**config.mk**
```make
export PLATFORM = sky130hd
export DESIGN_NAME = lcd_cmd_engine
export DESIGN_NICKNAME = d
export VERILOG_FILES = /design/src/rtl/lcd_pkg.sv /design/src/rtl/lcd_op_decode.sv /design/src/rtl/lcd_text_ram.sv /design/src/rtl/lcd_blink_timer.sv /design/src/rtl/lcd_cmd_engine.sv
export SDC_FILE = /design/constraint.sdc
export NUM_CORES = 2
export LEC_CHECK = 0
export BUFFER_PORTS_ARGS = -buffer_cell sky130_fd_sc_hd__buf_2
export CAP_MARGIN = 0
export CORE_ASPECT_RATIO = 0.75
export CORE_UTILIZATION = 45
export DETAILED_ROUTE_END_ITERATION = 8
export HOLD_SLACK_MARGIN = 0.12
export PLACE_DENSITY_LB_ADDON = 0.25
export SYNTH_ARGS = -nofsm -noshare
export SYNTH_HDL_FRONTEND = slang
export SYNTH_HIERARCHICAL = 1
export SYNTH_SLANG_ARGS = --single-unit
```
**constraint.sdc**
```tcl
create_clock -name clk -period 44.3 [get_ports clk]
set_input_delay 13.29 -clock clk [delete_from_list [all_inputs] [get_ports clk]]
set_output_delay 13.29 -clock clk [all_outputs]
set_load 0.02 [all_outputs]
```
**src/rtl/lcd_pkg.sv**
```systemverilog
package lcd_pkg;
  localparam int AC_W = 7;
  localparam logic [7:0] BLANK_CHAR = 8'h20;

  typedef enum logic [3:0] {
    OP_NONE, OP_CLEAR, OP_HOME, OP_ENTRY, OP_DISP,
    OP_SHIFT, OP_FUNC, OP_CGADDR, OP_DDADDR, OP_WDATA
  } lcd_op_e;
endpackage

```
**src/rtl/lcd_op_decode.sv**
```systemverilog
module lcd_op_decode
  import lcd_pkg::*;
(
  input  logic       rs,
  input  logic [7:0] byte_in,
  output lcd_op_e    op
);
  always_comb begin
    if (rs)              op = OP_WDATA;
    else if (byte_in[7]) op = OP_DDADDR;
    else if (byte_in[6]) op = OP_CGADDR;
    else if (byte_in[5]) op = OP_FUNC;
    else if (byte_in[4]) op = OP_SHIFT;
    else if (byte_in[3]) op = OP_DISP;
    else if (byte_in[2]) op = OP_ENTRY;
    else if (byte_in[1]) op = OP_HOME;
    else if (byte_in[0]) op = OP_CLEAR;
    else                 op = OP_NONE;
  end
endmodule

```
**src/rtl/lcd_text_ram.sv**
```systemverilog
module lcd_text_ram
  import lcd_pkg::*;
#(
  parameter int DD_DEPTH = 80,
  parameter int CG_DEPTH = 64
) (
  input  logic                        clk,
  input  logic                        rst_n,
  input  logic                        clr,
  input  logic                        dd_we,
  input  logic [AC_W-1:0]             dd_wa,
  input  logic                        cg_we,
  input  logic [$clog2(CG_DEPTH)-1:0] cg_wa,
  input  logic [7:0]                  wd,
  input  logic [AC_W-1:0]             dd_ra,
  output logic [7:0]                  dd_rd,
  input  logic [$clog2(CG_DEPTH)-1:0] cg_ra,
  output logic [7:0]                  cg_rd
);
  localparam logic [AC_W-1:0] DD_LIMIT = AC_W'(DD_DEPTH);

  logic [7:0] dd_mem [DD_DEPTH];
  logic [7:0] cg_mem [CG_DEPTH];

  always_ff @(posedge clk or negedge rst_n) begin
    if (!rst_n) begin
      for (int i = 0; i < DD_DEPTH; i++) dd_mem[i] <= BLANK_CHAR;
    end else if (clr) begin
      for (int i = 0; i < DD_DEPTH; i++) dd_mem[i] <= BLANK_CHAR;
    end else if (dd_we && (dd_wa < DD_LIMIT)) begin
      dd_mem[dd_wa] <= wd;
    end
  end

  always_ff @(posedge clk or negedge rst_n) begin
    if (!rst_n) begin
      for (int i = 0; i < CG_DEPTH; i++) cg_mem[i] <= 8'h00;
    end else if (cg_we) begin
      cg_mem[cg_wa] <= wd;
    end
  end

  assign dd_rd = (dd_ra < DD_LIMIT) ? dd_mem[dd_ra] : BLANK_CHAR;
  assign cg_rd = cg_mem[cg_ra];
endmodule

```
**src/rtl/lcd_blink_timer.sv**
```systemverilog
module lcd_blink_timer #(
  parameter int BLINK_CYC = 102_400_000
) (
  input  logic clk,
  input  logic rst_n,
  input  logic enable,
  output logic phase
);
  localparam int CW = (BLINK_CYC > 1) ? $clog2(BLINK_CYC) : 1;
  localparam logic [CW-1:0] LAST = CW'(BLINK_CYC - 1);

  logic [CW-1:0] cnt_q, cnt_d;
  logic          ph_q, ph_d;

  always_comb begin
    cnt_d = cnt_q;
    ph_d  = ph_q;
    if (!enable) begin
      cnt_d = '0;
      ph_d  = 1'b0;
    end else if (cnt_q == LAST) begin
      cnt_d = '0;
      ph_d  = ~ph_q;
    end else begin
      cnt_d = cnt_q + 1'b1;
    end
  end

  always_ff @(posedge clk or negedge rst_n) begin
    if (!rst_n) begin
      cnt_q <= '0;
      ph_q  <= 1'b0;
    end else begin
      cnt_q <= cnt_d;
      ph_q  <= ph_d;
    end
  end

  assign phase = ph_q;
endmodule

```
**src/rtl/lcd_cmd_engine.sv**
```systemverilog
module lcd_cmd_engine
  import lcd_pkg::*;
#(
  parameter int DD_DEPTH  = 80,
  parameter int CG_DEPTH  = 64,
  parameter int BLINK_CYC = 102_400_000
) (
  input  logic                        clk,
  input  logic                        rst_n,
  input  logic                        bus_rs,
  input  logic                        bus_en,
  input  logic [7:0]                  bus_data,
  input  logic [AC_W-1:0]             dd_rd_addr,
  output logic [7:0]                  dd_rd_data,
  input  logic [$clog2(CG_DEPTH)-1:0] cg_rd_addr,
  output logic [7:0]                  cg_rd_data,
  output logic [AC_W-1:0]             cursor_addr,
  output logic [$clog2(CG_DEPTH)-1:0] cg_addr,
  output logic                        cg_selected,
  output logic                        inc_mode,
  output logic                        auto_shift,
  output logic                        disp_en,
  output logic                        cursor_en,
  output logic                        blink_en,
  output logic [AC_W-1:0]             shift_ofs,
  output logic                        wide_bus,
  output logic                        two_lines,
  output logic                        tall_font,
  output logic                        blink_phase
);
  localparam int CG_AW = $clog2(CG_DEPTH);
  localparam logic [AC_W-1:0] OFS_MAX = AC_W'(DD_DEPTH - 1);

  // reset: asserted asynchronously, released on a clock edge
  logic [1:0] rst_sync;
  logic       rst_i_n;
  always_ff @(posedge clk or negedge rst_n) begin
    if (!rst_n) rst_sync <= 2'b00;
    else        rst_sync <= {rst_sync[0], 1'b1};
  end
  assign rst_i_n = rst_sync[1];

  // strobe edge detect
  logic en_q, accept;
  always_ff @(posedge clk or negedge rst_i_n) begin
    if (!rst_i_n) en_q <= 1'b0;
    else          en_q <= bus_en;
  end
  assign accept = en_q & ~bus_en;

  lcd_op_e op;
  lcd_op_decode u_dec (.rs(bus_rs), .byte_in(bus_data), .op(op));

  // state
  logic [AC_W-1:0]  ac_q, ac_d, ofs_q, ofs_d, ofs_lt, ofs_rt;
  logic [CG_AW-1:0] cga_q, cga_d;
  logic sel_q, sel_d, id_q, id_d, sh_q, sh_d;
  logic d_q, d_d, c_q, c_d, b_q, b_d;
  logic dl_q, dl_d, n_q, n_d, f_q, f_d;
  logic clr, dd_we, cg_we;

  assign ofs_lt = (ofs_q == OFS_MAX) ? '0 : ofs_q + 1'b1;
  assign ofs_rt = (ofs_q == '0) ? OFS_MAX : ofs_q - 1'b1;

  always_comb begin
    ac_d = ac_q;  ofs_d = ofs_q; cga_d = cga_q; sel_d = sel_q;
    id_d = id_q;  sh_d = sh_q;   d_d = d_q;     c_d = c_q;  b_d = b_q;
    dl_d = dl_q;  n_d = n_q;     f_d = f_q;
    clr = 1'b0;   dd_we = 1'b0;  cg_we = 1'b0;
    if (accept) begin
      case (op)
        OP_CLEAR: begin clr = 1'b1; ac_d = '0; ofs_d = '0; end
        OP_HOME:  begin ac_d = '0; ofs_d = '0; end
        OP_ENTRY: begin id_d = bus_data[1]; sh_d = bus_data[0]; end
        OP_DISP:  begin
          d_d = bus_data[2]; c_d = bus_data[1]; b_d = bus_data[0];
        end
        OP_SHIFT: begin
          if (!bus_data[3]) ac_d = bus_data[2] ? ac_q + 1'b1 : ac_q - 1'b1;
          else              ofs_d = bus_data[2] ? ofs_rt : ofs_lt;
        end
        OP_FUNC:  begin
          dl_d = bus_data[4]; n_d = bus_data[3]; f_d = bus_data[2];
        end
        OP_CGADDR: begin cga_d = bus_data[CG_AW-1:0]; sel_d = 1'b1; end
        OP_DDADDR: begin ac_d = bus_data[AC_W-1:0]; sel_d = 1'b0; end
        OP_WDATA: begin
          if (sel_q) begin
            cg_we = 1'b1;
            cga_d = id_q ? cga_q + 1'b1 : cga_q - 1'b1;
          end else begin
            dd_we = 1'b1;
            ac_d  = id_q ? ac_q + 1'b1 : ac_q - 1'b1;
            if (sh_q) ofs_d = id_q ? ofs_lt : ofs_rt;
          end
        end
        default: ;
      endcase
    end
  end

  always_ff @(posedge clk or negedge rst_i_n) begin
    if (!rst_i_n) begin
      ac_q <= '0;  ofs_q <= '0;  cga_q <= '0;  sel_q <= 1'b0;
      id_q <= 1'b1; sh_q <= 1'b0;
      d_q  <= 1'b0; c_q  <= 1'b0; b_q  <= 1'b0;
      dl_q <= 1'b1; n_q  <= 1'b0; f_q  <= 1'b0;
    end else if (accept) begin
      ac_q <= ac_d;  ofs_q <= ofs_d;  cga_q <= cga_d;  sel_q <= sel_d;
      id_q <= id_d;  sh_q  <= sh_d;
      d_q  <= d_d;   c_q   <= c_d;    b_q   <= b_d;
      dl_q <= dl_d;  n_q   <= n_d;    f_q   <= f_d;
    end
  end

  lcd_text_ram #(.DD_DEPTH(DD_DEPTH), .CG_DEPTH(CG_DEPTH)) u_ram (
    .clk(clk), .rst_n(rst_i_n), .clr(clr),
    .dd_we(dd_we), .dd_wa(ac_q), .cg_we(cg_we), .cg_wa(cga_q),
    .wd(bus_data), .dd_ra(dd_rd_addr), .dd_rd(dd_rd_data),
    .cg_ra(cg_rd_addr), .cg_rd(cg_rd_data)
  );

  lcd_blink_timer #(.BLINK_CYC(BLINK_CYC)) u_blink (
    .clk(clk), .rst_n(rst_i_n), .enable(b_q), .phase(blink_phase)
  );

  assign cursor_addr = ac_q;
  assign cg_addr     = cga_q;
  assign cg_selected = sel_q;
  assign inc_mode    = id_q;
  assign auto_shift  = sh_q;
  assign disp_en     = d_q;
  assign cursor_en   = c_q;
  assign blink_en    = b_q;
  assign shift_ofs   = ofs_q;
  assign wide_bus    = dl_q;
  assign two_lines   = n_q;
  assign tall_font   = f_q;
endmodule

```
==> impl_metrics.tcl <==
set metrics [dict create \
    outcome "finished, final reports clean" \
    synth.distinct_cells 93 \
    endpoint_kind "output pin" \
    internal_power_mw 1.92 \
    overflow 0 \
    synth_edf_count 0 \
    rows 114 \
    period_needed_ps 30110 \
    dp.cells 6648 \
    dieArea_sq_um 133000 \
    cts_resized 0 \
    syn_area_sq_um 59200 \
    clk_path_buf_depth 3 \
    min_period_over_period_pct 68.0 \
    layout_common_cells "1129 x dfrtp_1, 730 x nand2_1, 629 x o21ai_0" \
    die_h_um 316 \
    cap_violations 0 \
    syn_inst 5232 \
    routed_via_density 6.18 \
    power_switching_uw 666 \
    tightest_slew_ps 1290 \
    grt_antenna_before_repair 1 \
    combinationalPowerShare_pct 9.8 \
    critPathMaxFanout 48 \
    grt_start_max_net_pins 205 \
    finalSetupViolCount 0 \
    drc_errors 0 \
    maxSlewHeadroom_pct 13.7 \
    path_clk_slew_ps 60 \
    post_cts_buffers 0 \
    final_common_cell "dfrtp_1" \
    path_class "primary input to output pin" \
    ys_seq_area_share_pct 51.4 \
    syn_avg_cell_area_sq_um 11.3 \
    p_sw_share_pct 25.8 \
    start_util_pct 45.6 \
    cts_tree "built" \
    fin_cells 6883 \
    fin_util_pct 50.0 \
    pwr-share-seq_pct 46.6 \
    syn-num-nets 5268 \
    grt_pass1_vias 42000 \
    vdd_drop_max_mv 0.0387 \
    required_ps 31010 \
    drv_slew 0 \
    yosys_warnings 6 \
    numClockSinks 1212 \
    min_path_type "flip-flop to async pin" \
    core_area_sq_um 130000 \
    area_growth_pct 9.66 \
    synth_ff_type "dfrtp_1" \
    fin_skew_ps 32.4 \
    htreeDepth 4 \
    io_pins 71 \
    fin_nets 5076 \
    drt_pass1_iterations 6 \
    cp.arrival_ps 16820 \
    synth_seq_cells 1212 \
    rsz0062_at_grt "no" \
    drive_gt1_share_pct 24.5 \
    nFillCells 11400 \
    async_flop_share_pct 100 \
    wl_per_cell_um 24.9 \
    insertion_delay_ps 780 \
    dp_hpwl_mm 99.7 \
    hold_buffers 0 \
    final.setup.tns_ps 0 \
    power_leakage_nw 28.7 \
    ant_nets 0 \
    first_iter_violations 5327 \
    gp_congestion 0.837 \
    die_x_um 421 \
    vias 42600 \
    p_per_area_nw_per_um2 39.8 \
    routed_wl_mm 171 \
    r2r_cells 4 \
    fmax_mhz 33.2 \
    cts_root_buffer "clkbuf_16" \
    portBuffers 70 \
    start_kind "primary input" \
    grt_pass1_wl_mm 264 \
    grt_util_all_layers_pct 25.8 \
    numCtsBuffers 130 \
    hold_viol 0 \
    p_clk_share_pct 43.6 \
    design_power_total_mw 2.58 \
]
path summary, 6_finish.rpt:
| kind | start | end | slack [ps] |
|---|---|---|---|
| max reg2reg | rst_sync[1]$_DFF_PN0_ | u_ram/dd_mem[295]$_DFFE_PN0P_ | 40090 |
| max | dd_rd_addr[2] | dd_rd_data[1] | 14190 |
| min reg2reg | rst_sync[1]$_DFF_PN0_ | u_ram/dd_mem[423]$_DFFE_PN0P_ | 310 |
| min in group clk | rst_sync[0]$_DFF_PN0_ | rst_sync[1]$_DFF_PN0_ | 350 |
| min | rst_sync[1]$_DFF_PN0_ | u_ram/dd_mem[423]$_DFFE_PN0P_ | 310 |
| max in group asynchronous | rst_n | rst_sync[1]$_DFF_PN0_ | 31890 |
power groups by stage:
stage | logic (mW) | registers, mW | clock network [mW]
2_1_floorplan | 0.166 | 1.23 | 0
3_3_place_gp | 0.249 | 1.22 | 0
3_5_place_dp | 0.253 | 1.22 | 0
4_1_cts | 0.254 | 1.20 | 1.15
5_1_grt | 0.276 | 1.21 | 1.19
6_report | 0.254 | 1.20 | 1.13
sequential cells by signal, indices dropped and copies added (netlist names):
name and cells:
rst_sync 2, u_ram/dd_mem 640, disp_en 1, cursor_addr 7
cg_addr 6, cursor_en 1, blink_en 1, shift_ofs 7
wide_bus 1, cg_selected 1, tall_font 1, u_ram/cg_mem 512
en_q 1, u_blink/cnt_q 27, u_blink/phase 1, auto_shift 1
two_lines 1, inc_mode 1
area by class of cell:
class / count / area [sq um] / area share, %
diodes: 2 / 5.00 / 0.00771
inverters: 17 / 63.8 / 0.0984
flip-flops and latches: 1212 / 30400 / 46.9
multi-input cells: 3538 / 26800 / 41.3
well taps: 1740 / 2180 / 3.36
repair buffers: 141 / 1030 / 1.59
clock buffers: 196 / 3870 / 5.96
clock inverters: 37 / 493 / 0.760
synthesized netlist by cell type, types with 9 or more instances:
cell      count  share of area, %
clkbuf_1    349               2.2
a22oi_1      47              0.60
nand3_1      41              0.35
dfrtp_1    1130                48
and2_1       13              0.14
xor2_1       10              0.15
a211o_1      11              0.16
buf_4        13              0.16
nand3b_1     76              0.96
o211ai_1     10              0.13
a221oi_1     16              0.24
mux4_2      298                11
xnor2_1      11              0.16
nor3_1       17              0.14
nand4_1       9             0.095
buf_1        37              0.23
o21ai_0     630               5.3
mux2_2      466               8.9
mux2_1       12              0.23
nand2_1     734               4.7
a21oi_1     531               4.5
inv_1        15             0.095
o21ai_1      14              0.12
and3_1       10              0.11
ha_1         10              0.21
nor2b_1      26              0.27
a31oi_1      10              0.11
nand2b_1     14              0.15
nor2_2       15              0.16
o22ai_1      21              0.22
buf_6        12              0.23
mux2i_1     139               2.4
nor2_1      222               1.4
or4_1         9              0.11
dfstp_2      82               3.6
buf_2        53              0.45
per-layer routing:
layer / track usage, % / share of wire [%]
met1: 39.8 / 46
met2: 37.5 / 45
met3: 4.89 / 7.4
met4: 6.60 / 1.8
met5: 0 / 0.0041
through the flow:
stage,instance area [sq um],setup WS [ps],hold WS (ps)
2_1_floorplan,59200,8160,331
3_3_place_gp,60500,14290,319
3_5_place_dp,60500,14230,329
4_1_cts,64900,14220,337
5_1_grt,64900,14100,362
6_report,64900,14190,310
worst max-delay path: stages:
cell,delay (ps)
buf_6,390
buf_4,620
buf_4,730
mux4_1,400
mux2_2,280
and3_1,220
a2111oi_2,350
o311ai_1,250
buf_2,220
cell families after synthesis:
| logic type | synth area share [%] |
|---|---|
| xor+xnor | 0.311 |
| fa+ha+maj | 0.245 |
| buf+inv | 3.42 |
| simple gates | 9.64 |
| other cells | 0.00634 |
| compound gates | 12.0 |
| flops | 51.4 |
| mux | 22.9 |
No activity file was read; power rests on OpenSTA's default activity.
